===== src/rtl/jtc_pkg.sv =====
package jtc_pkg;
  // Cause of an update to the cache entry, in priority order (kill first)
  typedef enum logic [1:0] {
    UPD_NONE = 2'd0,
    UPD_KILL = 2'd1,
    UPD_DROP = 2'd2,
    UPD_FILL = 2'd3
  } upd_e;
endpackage


===== src/rtl/jtc_match.sv =====
module jtc_match #(
  parameter int ADDR_W = 24
) (
  input  logic              ent_valid_i,
  input  logic [ADDR_W-1:0] ent_tag_i,
  input  logic              dec_valid_i,
  input  logic              dec_cacheable_i,
  input  logic              dec_taken_i,
  input  logic [ADDR_W-1:0] dec_addr_i,
  output logic              hit_o,
  output logic              miss_c_o,
  output logic              bubble_o
);
  logic taken;
  logic tag_eq;

  always_comb begin
    taken    = dec_valid_i && dec_taken_i;
    tag_eq   = (ent_tag_i == dec_addr_i);
    hit_o    = taken && dec_cacheable_i && ent_valid_i && tag_eq;
    miss_c_o = taken && dec_cacheable_i && !hit_o;
    bubble_o = taken && !hit_o;
  end
endmodule


===== src/rtl/jtc_fill_ctl.sv =====
module jtc_fill_ctl #(
  parameter int ADDR_W = 24
) (
  input  logic              clk,
  input  logic              rst_n,
  input  logic              kill_i,
  input  logic              arm_i,
  input  logic [ADDR_W-1:0] arm_tag_i,
  input  logic [ADDR_W-1:0] arm_tgt_i,
  input  logic              fr_valid_i,
  input  logic [ADDR_W-1:0] fr_addr_i,
  output logic              fill_o,
  output logic [ADDR_W-1:0] fill_tag_o
);
  logic              pend_q, pend_d;
  logic [ADDR_W-1:0] ptag_q, ptag_d;
  logic [ADDR_W-1:0] ptgt_q, ptgt_d;
  logic              addr_en;

  always_comb begin
    fill_o     = pend_q && fr_valid_i && (fr_addr_i == ptgt_q) && !kill_i && !arm_i;
    fill_tag_o = ptag_q;
    pend_d     = pend_q;
    addr_en    = 1'b0;
    ptag_d     = arm_tag_i;
    ptgt_d     = arm_tgt_i;
    if (kill_i) begin
      pend_d = 1'b0;
    end else if (arm_i) begin
      pend_d  = 1'b1;
      addr_en = 1'b1;
    end else if (fill_o) begin
      pend_d = 1'b0;
    end
  end

  always_ff @(posedge clk or negedge rst_n) begin
    if (!rst_n) begin
      pend_q <= 1'b0;
    end else begin
      pend_q <= pend_d;
    end
  end

  always_ff @(posedge clk) begin
    if (addr_en) begin
      ptag_q <= ptag_d;
      ptgt_q <= ptgt_d;
    end
  end
endmodule


===== src/rtl/jtc_store.sv =====
module jtc_store
  import jtc_pkg::*;
#(
  parameter int ADDR_W = 24,
  parameter int WORD_W = 16
) (
  input  logic              clk,
  input  logic              rst_n,
  input  logic              kill_i,
  input  logic              drop_i,
  input  logic              fill_i,
  input  logic [ADDR_W-1:0] fill_tag_i,
  input  logic [WORD_W-1:0] fill_word_i,
  output logic              ent_valid_o,
  output logic [ADDR_W-1:0] ent_tag_o,
  output logic [WORD_W-1:0] ent_word_o
);
  upd_e              cause;
  logic              valid_q, valid_d;
  logic [ADDR_W-1:0] tag_q;
  logic [WORD_W-1:0] word_q;
  logic              data_en;

  always_comb begin
    if (kill_i)      cause = UPD_KILL;
    else if (drop_i) cause = UPD_DROP;
    else if (fill_i) cause = UPD_FILL;
    else             cause = UPD_NONE;
    valid_d = valid_q;
    data_en = 1'b0;
    case (cause)
      UPD_KILL, UPD_DROP: valid_d = 1'b0;
      UPD_FILL: begin
        valid_d = 1'b1;
        data_en = 1'b1;
      end
      default: valid_d = valid_q;
    endcase
  end

  always_ff @(posedge clk or negedge rst_n) begin
    if (!rst_n) begin
      valid_q <= 1'b0;
    end else begin
      valid_q <= valid_d;
    end
  end

  always_ff @(posedge clk) begin
    if (data_en) begin
      tag_q  <= fill_tag_i;
      word_q <= fill_word_i;
    end
  end

  assign ent_valid_o = valid_q;
  assign ent_tag_o   = tag_q;
  assign ent_word_o  = word_q;
endmodule


===== src/rtl/jtc_top.sv =====
module jtc_top #(
  parameter int ADDR_W = 24,
  parameter int WORD_W = 16
) (
  input  logic              clk,
  input  logic              rst_n,
  input  logic              dec_valid_i,
  input  logic              dec_cacheable_i,
  input  logic              dec_taken_i,
  input  logic [ADDR_W-1:0] dec_addr_i,
  input  logic [ADDR_W-1:0] dec_target_i,
  input  logic              fr_valid_i,
  input  logic [ADDR_W-1:0] fr_addr_i,
  input  logic [WORD_W-1:0] fr_word_i,
  input  logic              inval_seg_i,
  input  logic              inval_irq_i,
  output logic              hit_o,
  output logic [WORD_W-1:0] inj_word_o,
  output logic              bubble_o
);
  logic              kill;
  logic              miss_c;
  logic              fill;
  logic [ADDR_W-1:0] fill_tag;
  logic              ent_valid;
  logic [ADDR_W-1:0] ent_tag;
  logic [WORD_W-1:0] ent_word;

  assign kill = inval_seg_i || inval_irq_i;

  jtc_match #(.ADDR_W(ADDR_W)) u_match (
    .ent_valid_i     (ent_valid),
    .ent_tag_i       (ent_tag),
    .dec_valid_i     (dec_valid_i),
    .dec_cacheable_i (dec_cacheable_i),
    .dec_taken_i     (dec_taken_i),
    .dec_addr_i      (dec_addr_i),
    .hit_o           (hit_o),
    .miss_c_o        (miss_c),
    .bubble_o        (bubble_o)
  );

  jtc_fill_ctl #(.ADDR_W(ADDR_W)) u_fill (
    .clk        (clk),
    .rst_n      (rst_n),
    .kill_i     (kill),
    .arm_i      (miss_c),
    .arm_tag_i  (dec_addr_i),
    .arm_tgt_i  (dec_target_i),
    .fr_valid_i (fr_valid_i),
    .fr_addr_i  (fr_addr_i),
    .fill_o     (fill),
    .fill_tag_o (fill_tag)
  );

  jtc_store #(.ADDR_W(ADDR_W), .WORD_W(WORD_W)) u_store (
    .clk         (clk),
    .rst_n       (rst_n),
    .kill_i      (kill),
    .drop_i      (miss_c),
    .fill_i      (fill),
    .fill_tag_i  (fill_tag),
    .fill_word_i (fr_word_i),
    .ent_valid_o (ent_valid),
    .ent_tag_o   (ent_tag),
    .ent_word_o  (ent_word)
  );

  assign inj_word_o = hit_o ? ent_word : '0;
endmodule


===== config.mk =====
export PLATFORM = sky130hd
export DESIGN_NAME = jtc_top
export DESIGN_NICKNAME = d
export VERILOG_FILES = /design/src/rtl/jtc_pkg.sv /design/src/rtl/jtc_match.sv /design/src/rtl/jtc_fill_ctl.sv /design/src/rtl/jtc_store.sv /design/src/rtl/jtc_top.sv
export SDC_FILE = /design/constraint.sdc
export NUM_CORES = 1
export LEC_CHECK = 0
export CAP_MARGIN = 0
export CORE_ASPECT_RATIO = 0.5
export CORE_MARGIN = 2
export CORE_UTILIZATION = 45
export DETAILED_ROUTE_END_ITERATION = 10
export PLACE_DENSITY = 0.77
export SETUP_SLACK_MARGIN = 0.3
export SKIP_CTS_REPAIR_TIMING = 1
export SLEW_MARGIN = 20
export SYNTH_ARGS = -nofsm -noshare
export SYNTH_HDL_FRONTEND = slang
export SYNTH_SLANG_ARGS = --single-unit

===== constraint.sdc =====
create_clock -name clk -period 6.8 [get_ports clk]
set_clock_uncertainty 0.2 [all_clocks]
set_input_delay 1.02 -clock clk [delete_from_list [all_inputs] [get_ports clk]]
set_output_delay 1.02 -clock clk [all_outputs]
set_load 0.02 [all_outputs]

-- After elaboration in Yosys (flattened, before gate mapping)
Index checks and enable logic that the tools add are counted.
W data, S select, Z words.
- eq/ne operators: 5
- muxes and demuxes: 11
- reductions and logical operators: 17
- operators by type and width (operator ; number):
    $eq A24 B24 Y1 ; 2
    $mux W16 ; 1
    $logic_and A1 B1 Y1 ; 10
    $mux W1 ; 6
    $mux W2 ; 3
    $eq A2 B2 Y1 const B ; 2
    $logic_not A1 Y1 ; 3
    $reduce_bool A3 Y1 ; 1
    $eq A2 B1 Y1 const B ; 1
    $pmux W1 S2 ; 1
    $reduce_bool A2 Y1 ; 1
    $reduce_or A2 Y1 ; 1
    $logic_or A1 B1 Y1 ; 1
- flip-flop bits (word level): 90
- input port bits: 96
- output and inout port bits: 18
- word-level logic and storage cells: 39

-- Longest topological paths before layout
- depth in word-level cells: 14
- mapped depth: 7
- mapped depth without buffers: 5

-- Hierarchy
From an unflattened synthesis, not the netlist that was laid out.
- cells, all modules: 197
- area total of the unflattened synthesis: 3525.9 µm²
- modules (own cells, without submodules) (module ; instances ; cells each ; area an instance (µm²) ; seq. area each (µm²)):
    jtc_fill_ctl ; 1 ; 97 ; 1845.5 ; 1466.4
    jtc_store ; 1 ; 44 ; 1252.5 ; 1226.2
    jtc_match ; 1 ; 38 ; 295.3 ; 0.0
    jtc_top ; 1 ; 18 ; 132.6 ; 0.0

-- Least setup slack after synthesis
No wires, ideal clock.
- path kind: input-to-reg
- start: input dec_addr_i[1]
- end: register u_fill.ptag_q[0] (netlist: u_fill.fill_tag_o[0]), enable pin
- setup time: 0.513 ns
- arrival: 4.859 ns
- data required time: 6.087 ns
- path slack: 1.228 ns
- cell stages on the path: 5
- buffers on the path: 0
- cells stage by stage: xor2_1 nor4_1 and3_1 a31o_2 nor3_1
- cells in the longest elaborated chain, start to end: 6
- RTL lines (element ; line ; text):
    start: declaration ; jtc_top.sv:10 ; input logic [ADDR_W-1:0] dec_addr_i,
    $eq A24 B24 Y1 ; jtc_match.sv:19 ; tag_eq = (ent_tag_i == dec_addr_i);
    $logic_and A1 B1 Y1 ; jtc_match.sv:20 ; hit_o = taken && dec_cacheable_i && ent_valid_i && tag_eq;
    $logic_not A1 Y1 ; jtc_match.sv:21 ; miss_c_o = taken && dec_cacheable_i && !hit_o;
    $logic_and A1 B1 Y1 ; jtc_match.sv:21 ;
    $mux W1 ; jtc_fill_ctl.sv:29 ; end else if (arm_i) begin
    $mux W1 ; jtc_fill_ctl.sv:27 ; if (kill_i) begin
    via u_fill.addr_en ; jtc_fill_ctl.sv:18 ; logic addr_en;
    end signal: assignment ; jtc_fill_ctl.sv:47 ; ptag_q <= ptag_d;
    end: declaration ; jtc_fill_ctl.sv:16 ; logic [ADDR_W-1:0] ptag_q, ptag_d;
The timed path passes the listed nets, and every way through them passes these cells.
A chain may end at the register's enable or synchronous reset.

-- Worst setup path after layout
- start: input dec_addr_i[14]
- end: output inj_word_o[14]
- cells in the longest elaborated chain, start to end: 3
- RTL lines (element ; line ; text):
    $eq A24 B24 Y1 ; jtc_match.sv:19 ;
    $logic_and A1 B1 Y1 ; jtc_match.sv:20 ;
    $mux W16 ; jtc_top.sv:69 ; assign inj_word_o = hit_o ? ent_word : '0;
    end: declaration ; jtc_top.sv:18 ; output logic [WORD_W-1:0] inj_word_o,
Every way passes these cells.

==> reports/qor.csv <==
metric,value,unit
number of fill cells,496,
Least-Margin Pin Slew,0.588,ns
Critical Path Start Type,primary input,
# setup viols final,0,
Critical Path Source,dec_addr_i[14],
"area leader, netlist",edfxtp_1,
kind of cell adding the most delay to the critical path,simple AND/OR/NAND/NOR gates,
Initial Utilization,46.7,%
max-cap check violation count,0,
vias in the first global route,2053,
reg-to-reg startpoint,u_store.ent_tag_o[14]$_DFFE_PN_,
worst setup margin,1.90,ns
max-slew violations,0,
status,finished clean,
number of distinct library cells after synthesis,21,
sequential-to-total area share from yosys stat,78.4,%
Syn Std Cell Area,3430,um^2
PwrDens,234,nW/um^2
register clock-pin slew on the reported worst setup and hold paths,0.06,ns
Overflow after GRT,0,
"Arr. time, crit path",3.68,ns
endpoints failing hold,0,
CTS Buf Count,9,
H-tree depth,3,
NumNets Final,410,
Reg2Reg Depth,6,
DIE WIDTH,128,um
area grow syn2layout,45.6,%
CTS tree,built,
Bufs and invs on worst path,2,
initial antenna violation count,0,
dpl hpwl,4.54,mm
layout cells sized above 1,6.58,%
# port buffers,113,
final wirelength,6.32,mm
WS Path Type,in2out,
Synth top cells by count,"88 x edfxtp_1, 37 x xnor2_1, 16 x and2_1, 11 x xor2_1, 10 x nand4_1",
Diodes inserted,0,
Row Count,22,
Root Driver,clkbuf_16,
pre-CTS setup slack,1.84,ns
WL/cell,15.2,um
Die Ht,65.8,um
DRT Pass-1 Iters,5,
post-synthesis simple-gate area fraction,7.47,%
maximum clock path buffer count,2,
Crit path top cell by count,clkdlybuf4s50_1,
largest family of logic cells by synthesized area,XOR/XNOR gates,
Skew-Pair Late Insertion Delay,0.33,ns
Hold Crit Class,reg2reg,
number of synthesized register bits,90,
dpl cell area,4690,um^2
CP Capture Type,output pin,
CP max stage cell,clkdlybuf4s50_1,
die area,8390,um^2
main flop type after synthesis,edfxtp_1,
Worst Setup EP,inj_word_o[14],
Clock Sinks,90,
VDD IR max,0.142,mV
Worst EP required,5.58,ns
largest net degree at the start of global routing,41,
Post-Route Setup TNS,0,ns
gr usage total,15.7,%
Design Power,0.00117,W
leading post-synthesis cells by cell area,"edfxtp_1 77%, xnor2_1 9.4%, and2_1 2.9%",
leakage,1.64,nW
YS warnings,0,
Final min period,4.90,ns
Final Cycle Share,72.0,%
RSZ-0062 raised after global routing,false,
CP Cell Sequence,clkdlybuf4s50_1 > xor2_1 > or4_1 > nor3_2 > and3_1 > and2_1 > clkdlybuf4s50_1,
ANT nets after route,0,
"EDFF count, synth",88,
R2R Setup Slk,3.97,ns
via count,1992,
mux cell area share after synthesis,0,%
GP Congestion,0.728,
delay of the slowest critical-path stage,0.60,ns
top cell type's share of synthesized area,77.0,%
Max Clk Rate,0.204,GHz
Mapped Cells,189,
Compound-Gate Fraction of Synth Area,0.984,%
first-pass GRT wire length,9.67,mm
"Design Area, Final",5000,um^2
Post-Syn Nets,285,
Crit path depth,7,
initial drt markers,132,
slew margin rel.,60.7,%
Crit Path Max Fanout,18,
R2R Path End,u_store.ent_word_o[7]$_DFFE_PN_,
Mean Syn Cell Area,18.2,um^2
"count leader, synth",edfxtp_1,
ys async rst share,2.22,%
Core ar.,7350,um^2
io pins,114,
Synth Area in Adders,0,%
DRC violations left,0,
vias per cell,4.80,
XOR/XNOR Fraction of Synth Area,12.2,%
## cell type report
cell class,instances,area [um^2],area share [%]
Inverter,1,3.75,0.0751
Tap cell,96,120,2.40
Clock inverter,7,60.1,1.20
Clock buffer,9,225,4.51
Sequential cell,90,2690,53.9
Timing Repair Buffer,116,1170,23.5
Multi-Input combinational cell,96,723,14.5
## kinds of logic after synthesis
kind of cell / Yosys count
compound gates: 4
flops: 90
xor+xnor: 48
buf+inv: 3
simple gates: 44
## metal layers
metal	wire [um]	GRT usage [%]	vias to the layer above
met5	0	0	-
met4	69	6.18	0
met3	376	5.13	7
met2	3160	27.6	65
met1	2700	18.1	968
li1	-	-	952
## report_power, final
group	internal, W	switching (W)	leakage [nW]
Combinational	0.0000599	0.0000226	0.679
Sequential	0.000613	0.00000187	0.821
Clock	0.000280	0.000192	0.140
## stage by stage
step | util (%) | instances | hold slack, ns
after floorplan | - | 189 | 0.200
after global placement | 63.8 | 398 | 0.201
after detailed placement | 63.8 | 398 | 0.207
after CTS | 67.6 | 414 | 0.220
after global routing | 68.0 | 415 | 0.223
final | 68.0 | 415 | 0.215
## placed cells by master (no fill, tap or decap)
master,synthesis,layout
clkdlybuf4s50_1,0,113
clkbuf_16,0,9
nor4_1,1,1
edfxtp_1,88,88
buf_4,0,2
or4_1,1,1
inv_1,1,1
nor2b_4,0,1
nor3_2,1,2
bufinv_16,0,1
a21boi_0,2,2
dfrtp_1,2,2
nand2_1,2,2
nand3_1,2,2
nor2_1,5,5
a31o_2,1,1
xor2_1,11,11
clkinvlp_4,0,1
xnor2_1,37,37
a41o_1,1,1
and3_1,2,2
nand4_1,10,10
clkinv_1,0,2
nor3_1,3,2
clkinv_2,0,3
buf_16,0,1
and2_1,16,16
## sequential cells by signal, summed over array words and instances (netlist names)
register / cells
u_store.ent_valid_o: 1
u_fill.pend_q: 1
u_store.ent_word_o: 16
u_store.ent_tag_o: 24
u_fill.fill_tag_o: 24
u_fill.ptgt_q: 24
## worst min path at each step
stage / start / to / slack, ns / cells past startpoint
after floorplan: u_fill.fill_tag_o[0]$_DFFE_PP_ / u_store.ent_tag_o[0]$_DFFE_PN_ / 0.20 / 0
after global placement: u_fill.fill_tag_o[19]$_DFFE_PP_ / u_store.ent_tag_o[19]$_DFFE_PN_ / 0.20 / 0
after detailed placement: u_fill.fill_tag_o[18]$_DFFE_PP_ / u_store.ent_tag_o[18]$_DFFE_PN_ / 0.21 / 0
after CTS: u_fill.fill_tag_o[16]$_DFFE_PP_ / u_store.ent_tag_o[16]$_DFFE_PN_ / 0.22 / 0
after global routing: u_fill.fill_tag_o[20]$_DFFE_PP_ / u_store.ent_tag_o[20]$_DFFE_PN_ / 0.22 / 0
final: u_fill.fill_tag_o[20]$_DFFE_PP_ / u_store.ent_tag_o[20]$_DFFE_PN_ / 0.21 / 0
Note: power is estimated with default switching activity, not from simulation.
